--- config.mk ---
export PLATFORM = sky130hd
export DESIGN_NAME = sscopy_engine
export DESIGN_NICKNAME = d
export VERILOG_FILES = /design/src/rtl/sscopy_pkg.sv /design/src/rtl/sscopy_addr_step.sv /design/src/rtl/sscopy_row_ctr.sv /design/src/rtl/sscopy_engine.sv
export SDC_FILE = /design/constraint.sdc
export NUM_CORES = 1
export LEC_CHECK = 0
export ABC_AREA = 1
export CAP_MARGIN = 20
export CORE_MARGIN = 2
export CORE_UTILIZATION = 48
export DETAILED_ROUTE_END_ITERATION = 12
export HOLD_SLACK_MARGIN = 0.06
export PLACE_DENSITY = 0.75
export SYNTH_ARGS = -nofsm -noshare
export SYNTH_HDL_FRONTEND = slang
export SYNTH_HIERARCHICAL = 1
export SYNTH_SLANG_ARGS = --single-unit
--- constraint.sdc ---
create_clock -name clk -period 6.55 [get_ports clk]
set_clock_uncertainty 0.15 [all_clocks]
set_input_delay 1.6375 -clock clk [delete_from_list [all_inputs] [get_ports clk]]
set_output_delay 1.6375 -clock clk [all_outputs]
set_load 0.05 [all_outputs]
--- src/rtl/sscopy_pkg.sv ---
// Shared types for the strided copy engine.
// Assumes: route encoding is fixed by the command interface (0..3).
package sscopy_pkg;
    typedef enum logic [1:0] {
        XF_INT2BANK  = 2'd0,
        XF_BANK2INT  = 2'd1,
        XF_BANK2BANK = 2'd2,
        XF_RSVD      = 2'd3
    } xfer_mode_e;

    typedef enum logic [1:0] {
        ST_IDLE   = 2'd0,
        ST_READ   = 2'd1,
        ST_WRITE  = 2'd2,
        ST_FINISH = 2'd3
    } eng_state_e;
endpackage

--- src/rtl/sscopy_addr_step.sv ---
// Per-side address register with optional stride.
// On load it captures the start address, stride, enable, mask and whether
// the side lives in an external bank. On adv, if enabled, it adds the stride;
// bank-side sums are confined to the mask, internal-side sums use full width.
// Assumes: load and adv are never high together.
module sscopy_addr_step #(
    parameter int ADDR_W = 24
) (
    input  logic              clk,
    input  logic              rst_n,
    input  logic              load,
    input  logic [ADDR_W-1:0] load_addr,
    input  logic [ADDR_W-1:0] load_off,
    input  logic [ADDR_W-1:0] load_mask,
    input  logic              load_en,
    input  logic              load_bank,
    input  logic              adv,
    output logic [ADDR_W-1:0] addr
);
    logic [ADDR_W-1:0] addr_q, off_q, mask_q;
    logic              en_q, bank_q;
    logic [ADDR_W-1:0] sum;

    // Raw stride sum, wrapped at full width.
    assign sum = addr_q + off_q;

    // Capture the command fields, then step once per completed row.
    always_ff @(posedge clk) begin
        if (!rst_n) begin
            addr_q <= '0;
            off_q  <= '0;
            mask_q <= '0;
            en_q   <= 1'b0;
            bank_q <= 1'b0;
        end else if (load) begin
            addr_q <= load_addr;
            off_q  <= load_off;
            mask_q <= load_mask;
            en_q   <= load_en;
            bank_q <= load_bank;
        end else if (adv && en_q) begin
            addr_q <= bank_q ? ((addr_q & ~mask_q) | (sum & mask_q)) : sum;
        end
    end

    assign addr = addr_q;


    bank_bits_kept_chk: assert property (@(posedge clk) disable iff (!rst_n)
        adv && !load && bank_q |=> (addr_q & ~mask_q) == $past(addr_q & ~mask_q));


    hold_when_off_chk: assert property (@(posedge clk) disable iff (!rst_n)
        adv && !load && !en_q |=> $stable(addr_q));
endmodule

--- src/rtl/sscopy_row_ctr.sv ---
// Scanline counter: loaded with the row count, decremented per finished row.
// Assumes: dec is only asserted while rows remain.
module sscopy_row_ctr #(
    parameter int LINE_W = 12
) (
    input  logic              clk,
    input  logic              rst_n,
    input  logic              load,
    input  logic [LINE_W-1:0] load_count,
    input  logic              dec,
    output logic              last
);
    logic [LINE_W-1:0] cnt_q;

    // Hold the number of rows still to be moved.
    always_ff @(posedge clk) begin
        if (!rst_n)     cnt_q <= '0;
        else if (load)  cnt_q <= load_count;
        else if (dec)   cnt_q <= cnt_q - 1'b1;
    end

    assign last = (cnt_q == LINE_W'(1));


    no_underflow_chk: assert property (@(posedge clk) disable iff (!rst_n)
        dec |-> cnt_q != '0);
endmodule

--- src/rtl/sscopy_engine.sv ---
// Strided rectangle copy engine (top).
// Accepts a copy command when idle, then issues one operation per row
// (two for bank-to-bank, through STAGE_BASE) to a burst splitter, holding
// each until op_done. Strides are applied at row end; done pulses once.
// Assumes: op_done is a single-cycle pulse given only while op_valid is high.
module sscopy_engine #(
    parameter int                ADDR_W     = 24,
    parameter int                LEN_W      = 16,
    parameter int                LINE_W     = 12,
    parameter logic [ADDR_W-1:0] STAGE_BASE = ADDR_W'(16'hF000)
) (
    input  logic              clk,
    input  logic              rst_n,
    input  logic              cmd_valid,
    input  logic [1:0]        cmd_mode,
    input  logic [ADDR_W-1:0] cmd_src_addr,
    input  logic [ADDR_W-1:0] cmd_dst_addr,
    input  logic [ADDR_W-1:0] cmd_src_mask,
    input  logic [ADDR_W-1:0] cmd_dst_mask,
    input  logic [ADDR_W-1:0] cmd_src_off,
    input  logic [ADDR_W-1:0] cmd_dst_off,
    input  logic              cmd_src_step,
    input  logic              cmd_dst_step,
    input  logic              cmd_dst_ro,
    input  logic [LEN_W-1:0]  cmd_row_bytes,
    input  logic [LINE_W-1:0] cmd_lines,
    output logic              busy,
    output logic              done,
    output logic              op_valid,
    output logic              op_write,
    output logic [ADDR_W-1:0] op_bank_addr,
    output logic [ADDR_W-1:0] op_int_addr,
    output logic [LEN_W-1:0]  op_len,
    input  logic              op_done
);
    import sscopy_pkg::*;

    xfer_mode_e        cmd_m, mode_q;
    eng_state_e        state_q, state_d;
    logic [LEN_W-1:0]  len_q;
    logic              src_bank, dst_bank, cmd_legal, accept, row_end, last_row;
    logic [ADDR_W-1:0] src_addr, dst_addr;

    // Decode which sides of the incoming command are bank-side.
    assign cmd_m     = xfer_mode_e'(cmd_mode);
    assign src_bank  = (cmd_m == XF_BANK2INT) || (cmd_m == XF_BANK2BANK);
    assign dst_bank  = (cmd_m == XF_INT2BANK) || (cmd_m == XF_BANK2BANK);
    assign cmd_legal = (cmd_m != XF_RSVD) && !(dst_bank && cmd_dst_ro);
    assign accept    = cmd_valid && (state_q == ST_IDLE) && cmd_legal;

    // A row ends on the completion of its final operation.
    assign row_end = op_done && ((state_q == ST_WRITE) ||
                                 (state_q == ST_READ && mode_q == XF_BANK2INT));

    sscopy_addr_step #(.ADDR_W(ADDR_W)) u_src (
        .clk(clk), .rst_n(rst_n), .load(accept),
        .load_addr(cmd_src_addr), .load_off(cmd_src_off), .load_mask(cmd_src_mask),
        .load_en(cmd_src_step), .load_bank(src_bank), .adv(row_end), .addr(src_addr));

    sscopy_addr_step #(.ADDR_W(ADDR_W)) u_dst (
        .clk(clk), .rst_n(rst_n), .load(accept),
        .load_addr(cmd_dst_addr), .load_off(cmd_dst_off), .load_mask(cmd_dst_mask),
        .load_en(cmd_dst_step), .load_bank(dst_bank), .adv(row_end), .addr(dst_addr));

    sscopy_row_ctr #(.LINE_W(LINE_W)) u_rows (
        .clk(clk), .rst_n(rst_n), .load(accept), .load_count(cmd_lines),
        .dec(row_end), .last(last_row));

    // Sequence the read and write phases of each row.
    always_comb begin
        state_d = state_q;
        unique case (state_q)
            ST_IDLE:
                if (accept) begin
                    if (cmd_lines == '0)            state_d = ST_FINISH;
                    else if (cmd_m == XF_INT2BANK)  state_d = ST_WRITE;
                    else                            state_d = ST_READ;
                end
            ST_READ:
                if (op_done) begin
                    if (mode_q == XF_BANK2BANK)     state_d = ST_WRITE;
                    else if (last_row)              state_d = ST_FINISH;
                end
            ST_WRITE:
                if (op_done) begin
                    if (last_row)                   state_d = ST_FINISH;
                    else if (mode_q == XF_BANK2BANK) state_d = ST_READ;
                end
            ST_FINISH:                              state_d = ST_IDLE;
            default:                                state_d = ST_IDLE;
        endcase
    end

    // State, route and row length registers.
    always_ff @(posedge clk) begin
        if (!rst_n) begin
            state_q <= ST_IDLE;
            mode_q  <= XF_INT2BANK;
            len_q   <= '0;
        end else begin
            state_q <= state_d;
            if (accept) begin
                mode_q <= cmd_m;
                len_q  <= cmd_row_bytes;
            end
        end
    end

    // Present the current operation to the splitter.
    always_comb begin
        op_valid     = (state_q == ST_READ) || (state_q == ST_WRITE);
        op_write     = (state_q == ST_WRITE);
        op_bank_addr = (state_q == ST_READ) ? src_addr : dst_addr;
        op_len       = len_q;
        unique case (mode_q)
            XF_INT2BANK: op_int_addr = src_addr;
            XF_BANK2INT: op_int_addr = dst_addr;
            default:     op_int_addr = STAGE_BASE;
        endcase
    end

    assign busy = (state_q != ST_IDLE);
    assign done = (state_q == ST_FINISH);


    op_hold_chk: assert property (@(posedge clk) disable iff (!rst_n)
        op_valid && !op_done |=> op_valid && $stable(op_bank_addr) &&
        $stable(op_int_addr) && $stable(op_write) && $stable(op_len));


    done_pulse_chk: assert property (@(posedge clk) disable iff (!rst_n)
        done |=> !done && !busy);


    ro_dest_chk: assert property (@(posedge clk) disable iff (!rst_n)
        cmd_valid && !busy && cmd_dst_ro && (cmd_mode != 2'd1) |=> !busy);


    stage_pair_chk: assert property (@(posedge clk) disable iff (!rst_n)
        op_done && !op_write && (mode_q == XF_BANK2BANK) |=>
        op_valid && op_write && op_len == $past(op_len));
endmodule

== Word level (Yosys, flattened, before mapping) ==
Index checks and enable logic that the tools add are counted.
Word-level totals
  latch bits: 0
  memories kept: 0
  word-level logic and storage cells: 81
  RAM bits: 0
  bits in registers: 180
  memory bits (read-only): 0
Cells by class
  shift-type cells: 0
  multiplexer cells: 20
  bitwise gates (word level): 8
  multiply operators: 0
  order comparisons: 0
  div/mod/pow operators: 0
  eq/ne operators: 14
  reductions and logical operators: 22
  add/subtract/negate cells: 3
Operators by type and width (count)
  two-way mux 24 bit: 7
  bitwise AND 24 bit: 4
  adder 24 bit: 2
  NOT 24 bit: 2
  OR 24 bit: 2
  one-hot mux 24 bit (2 select lines): 1
  two-way mux 12 bit: 2
  two-way mux 2 bit: 9
  == test 12 x 1 -> 1 bit (second input constant): 1
  zero test 12 bit: 1
  subtractor 12 x 1 -> 12 bit (second input constant): 1
  == test 2 bit (second input constant): 4
  logical AND 1 bit: 8
  one-hot mux 2 bit (4 select lines): 1
  nonzero test 2 bit: 4
  == test 2 x 1 -> 1 bit (second input constant): 3
  zero test 2 bit: 3
  != test 2 bit (second input constant): 3
  AND reduction 5 bit: 1
  logical OR 1 bit: 4
  != test 3 x 1 -> 1 bit (second input constant): 1
  != test 3 x 2 -> 1 bit (second input constant): 1
  != test 2 x 1 -> 1 bit (second input constant): 1
  zero test 1 bit: 1

== Longest topological paths before layout ==
  depth in word-level cells: 8
  mapped depth: 16

== Hierarchy ==
Netlist, hierarchy kept.
Modules (own cells, without submodules)
  sscopy_addr_step at u_src: times used 1, cells each 773, sequential area each 1481.4 um2, area an instance 4792.1 um2
  sscopy_addr_step at u_dst: times used 1, cells each 767, sequential area each 1481.4 um2, area an instance 4745.8 um2
  sscopy_engine: times used 1, cells each 271, sequential area each 400.4 um2, area an instance 1547.7 um2
  sscopy_row_ctr: times used 1, cells each 124, sequential area each 240.2 um2, area an instance 805.8 um2

== Least setup slack after synthesis ==
No wires, ideal clock.
  path kind: register to output
  from: register state_q[1]
  to: output op_bank_addr[17]
  data arrival time: 1.936 ns
  required time: 4.762 ns
  stages on the path, launching flop included: 5
  path slack: 2.826 ns
  path buffers: 1
  cell sequence: dfxtp_1 > inv_1 > ha_1 > clkbuf_1 > o21ai_0
On the way
  longest elaborated chain between the ends: 2
RTL lines
  start: declaration: line sscopy_engine.sv:39  | eng_state_e state_q, state_d;
  start signal: assignment: line sscopy_engine.sv:101  | state_q <= state_d;
  == test 2 x 1 -> 1 bit: line sscopy_engine.sv:113  | op_bank_addr = (state_q == ST_READ) ? src_addr : dst_addr;
  two-way mux 24 bit: line sscopy_engine.sv:113
  end: declaration: line sscopy_engine.sv:31  | output logic [ADDR_W-1:0] op_bank_addr,
No other way between the ends.

== Final worst setup path ==
  from: register state_q[1]
  to: output op_bank_addr[19]
Same word-level chain as after synthesis.

==> impl_results.md <==
- Status: finished, final reports clean
- CP required: 4.76 ns
- Final number of hold-violating endpoints: 0
- Buffer count from post-CTS setup fixing: 0
- Period Utilization, post-route: 75.12%
- Hold Crit Start: op_len[6]
- Post-cts sizing count: 0
- Startpoint Class: flip-flop
- Pin count of the biggest net entering global routing: 78
- Synth Warn #: 6
- Relative slew slack: 35.11%
- CP peak stage delay: 0.91 ns
- I/O pins: 249
- Vias in the first global route: 12370
- Critical-path top delay cell: clkdlybuf4s50_1
- RePlAce Congestion: 0.9424
- Clock sinks: 180
- Beginning of the critical path: state_q[1]
- Reg clk slew, reported paths: 0.07 ns
- Vias after detailed routing: 13090
- M2 GR Usage: 51.18%
- Fin nets: 2378
- Final count of negative-setup-slack endpoints: 0
- Core area: 24320 um2
- Highest clock rate: 203.3 MHz
- Max cap viols: 0
- Detailed-placement wirelength estimate: 29780 um
- Die W: 161.4 um
- CP cell instances: inv_1 > ha_1 > buf_4 > nand2_1 > o21ai_0 > clkdlybuf4s50_1
- Yosys reg bits: 180
- Critical Path End Type: primary output
- Post-CTS Hold Fix Bufs: 0
- Post-synthesis sequential area ratio: 30.30%
- Mapped Cells: 1935
- Leakage: 7.174 nW
- Dpl cells: 2445
- Hold endpoint: op_len[6]
- Synthesized area: 11890 um2
- # DRC: 0
- Tmin final: 4.920 ns
- Hold Path Depth: 2
- Grt peak-use layer: met2
- GR Layer Usage met3: 3.826%
- Pre-antenna DRT Iters: 6
- Post-synth net total: 2173
- Layout cells sized above 1: 5.527%
- Setup_tns: 0 ns
- Root Buffer: clkbuf_16
- Number of flops mapped to enable cells by yosys: 0
- Worst-Margin Slew: 0.9734 ns
- Synth unique cells: 42
- First-pass GRT wire length: 61760 um
- Met1 usage: 36.94%
- Dominant synthesized flop cell: dfxtp_1
- Via-to-Cell Ratio: 5.282
- H-Tree Depth: 4
- Maximum vdd ir drop: 0.1644 mV
- Clk Latency, worst-skew pair: 0.44 ns
- Starting Density: 48.90%
- Post-Layout Cell Count: 2478
- Synth Area per Inst: 6.145 um2
- FF-to-FF Start: state_q[1]
- Unrepaired setup endpoints after global routing: no
- Total grt overflow: 0
- Detailed-route wire length per cell: 15.81 um
- WL final: 39190 um
- Setup slack after layout: 1.630 ns
- Worst hold path class: flip-flop to flip-flop
- Die height: 161.4 um
- Setup WS pre-CTS: 1.388 ns
- Hold slack: 0.3173 ns
- Critical path class: flip-flop to primary output
- CTS tree: yes
- Num rows: 57
- Layout area overhead: 27.25%
- Fin. max-slew vios: 0
- Cts bufs inserted: 17
- R2r worst-path depth: 10
- CP max FO: 28
- WP data arrival: 3.13 ns
- Initial antenna violation count: 1
- Post-synth ARST share: 0%
- DRT antenna net count: 0
- Pwr/cell area: 319.6 nW/um2
- Die area: 26050 um2
- GRT Total Usage: 29.38%
- Initial drt markers: 983
- Number of port buffers: 248
- Longest Clk Path Bufs: 2
- FF-to-FF setup slack: 2.63 ns
## critical path: cells and delay by family, from the launching register on
family | cells | cell delay (ns)
AO/OA/AOI/OAI | 1 | 0.22
buffers and inverters | 3 | 1.42
adder cells (fa/ha/maj) | 1 | 0.66
flip-flops | 1 | 0.33
AND/OR/NAND/NOR | 1 | 0.08
## power by group
group	switching, mW	total [mW]	internal (mW)
registers	0.208	1.52	1.32
logic	1.49	2.26	0.771
clock network	0.496	1.05	0.554
## logic make-up after synthesis
kind of cell	after synthesis	share of synthesized area, %
AOI/OAI and AO/OA	472	20.57
xor gates and xnor gates	22	1.620
adders and majority gates	57	6.124
buffers and inverters	366	12.01
DFF	180	30.30
muxes	2	0.1684
and+or+nand+nor	836	29.21
## how the worst max path moves through the flow
stage | to | slack, ns | cells after the start
4_1_cts | op_bank_addr[19] | 1.66 | 6
3_3_place_gp | flip-flop | 1.45 | 10
6_report | op_bank_addr[19] | 1.63 | 6
5_1_grt | flip-flop | 1.45 | 10
3_5_place_dp | flip-flop | 1.39 | 10
2_1_floorplan | op_bank_addr[17] | 2.83 | 4
## per-stage QoR
stage / util, % / instance area (um2) / power (mW)
floorplan: - / 11890 / 3.056
global placement: 59.75 / 14530 / 3.731
finish: 62.22 / 15130 / 4.836
detailed placement: 59.75 / 14530 / 3.768
CTS: 62.21 / 15130 / 4.826
global route: 62.22 / 15130 / 5.121
## cells in the mapped netlist, drive strengths merged, types with 2 or more instances
cell type | number | area share, %
a21oi | 206 | 8.9
o211ai | 4 | 0.25
nor2 | 229 | 8.0
clkbuf | 43 | 1.4
buf | 29 | 1.4
nor3 | 5 | 0.21
a22oi | 6 | 0.38
xnor2 | 3 | 0.22
dfxtp | 180 | 30
a31oi | 4 | 0.21
xor2 | 19 | 1.4
nand3b | 6 | 0.38
mux2i | 2 | 0.17
and2 | 2 | 0.11
inv | 293 | 9.2
fa | 2 | 0.34
nand4 | 11 | 0.58
nand2 | 519 | 17
o21ai | 243 | 10
nand3 | 61 | 2.8
or2 | 3 | 0.16
ha | 55 | 5.8
a211oi | 5 | 0.32
## metal layers
layer / vias to the layer above / part of all wire [%] / routed length, um
li1: 6559 / - / -
met1: 6016 / 43 / 16910
met2: 428 / 48 / 18800
met3: 87 / 5.7 / 2251
met4: 0 / 3.1 / 1227
met5: - / 0 / 0
## cell usage in the layout, fill, tap and decap left out, drive strengths merged, types with 11 or more instances in the layout
| master | instances |
|---|---|
| o21ai | 243 |
| inv | 300 |
| nand4 | 11 |
| clkbuf | 18 |
| xor2 | 19 |
| clkdlybuf4s50 | 247 |
| a21oi | 206 |
| buf | 11 |
| dfxtp | 180 |
| nor2 | 229 |
| ha | 55 |
| nand2 | 519 |
| nand3 | 61 |
## layout make-up
cell class                      instances  area, um2
Multi-Input combinational cell       1389       6860
Clock inverter                         14      160.2
Antenna cell                            1      2.502
Timing Repair Buffer                  258       2555
Clock buffer                           18      439.2
Fill cell                            2344       9188
Sequential cell                       180       3603
Inverter                              294       1106
Tap cell                              324      405.4
Note: power is estimated with default switching activity, not from simulation.
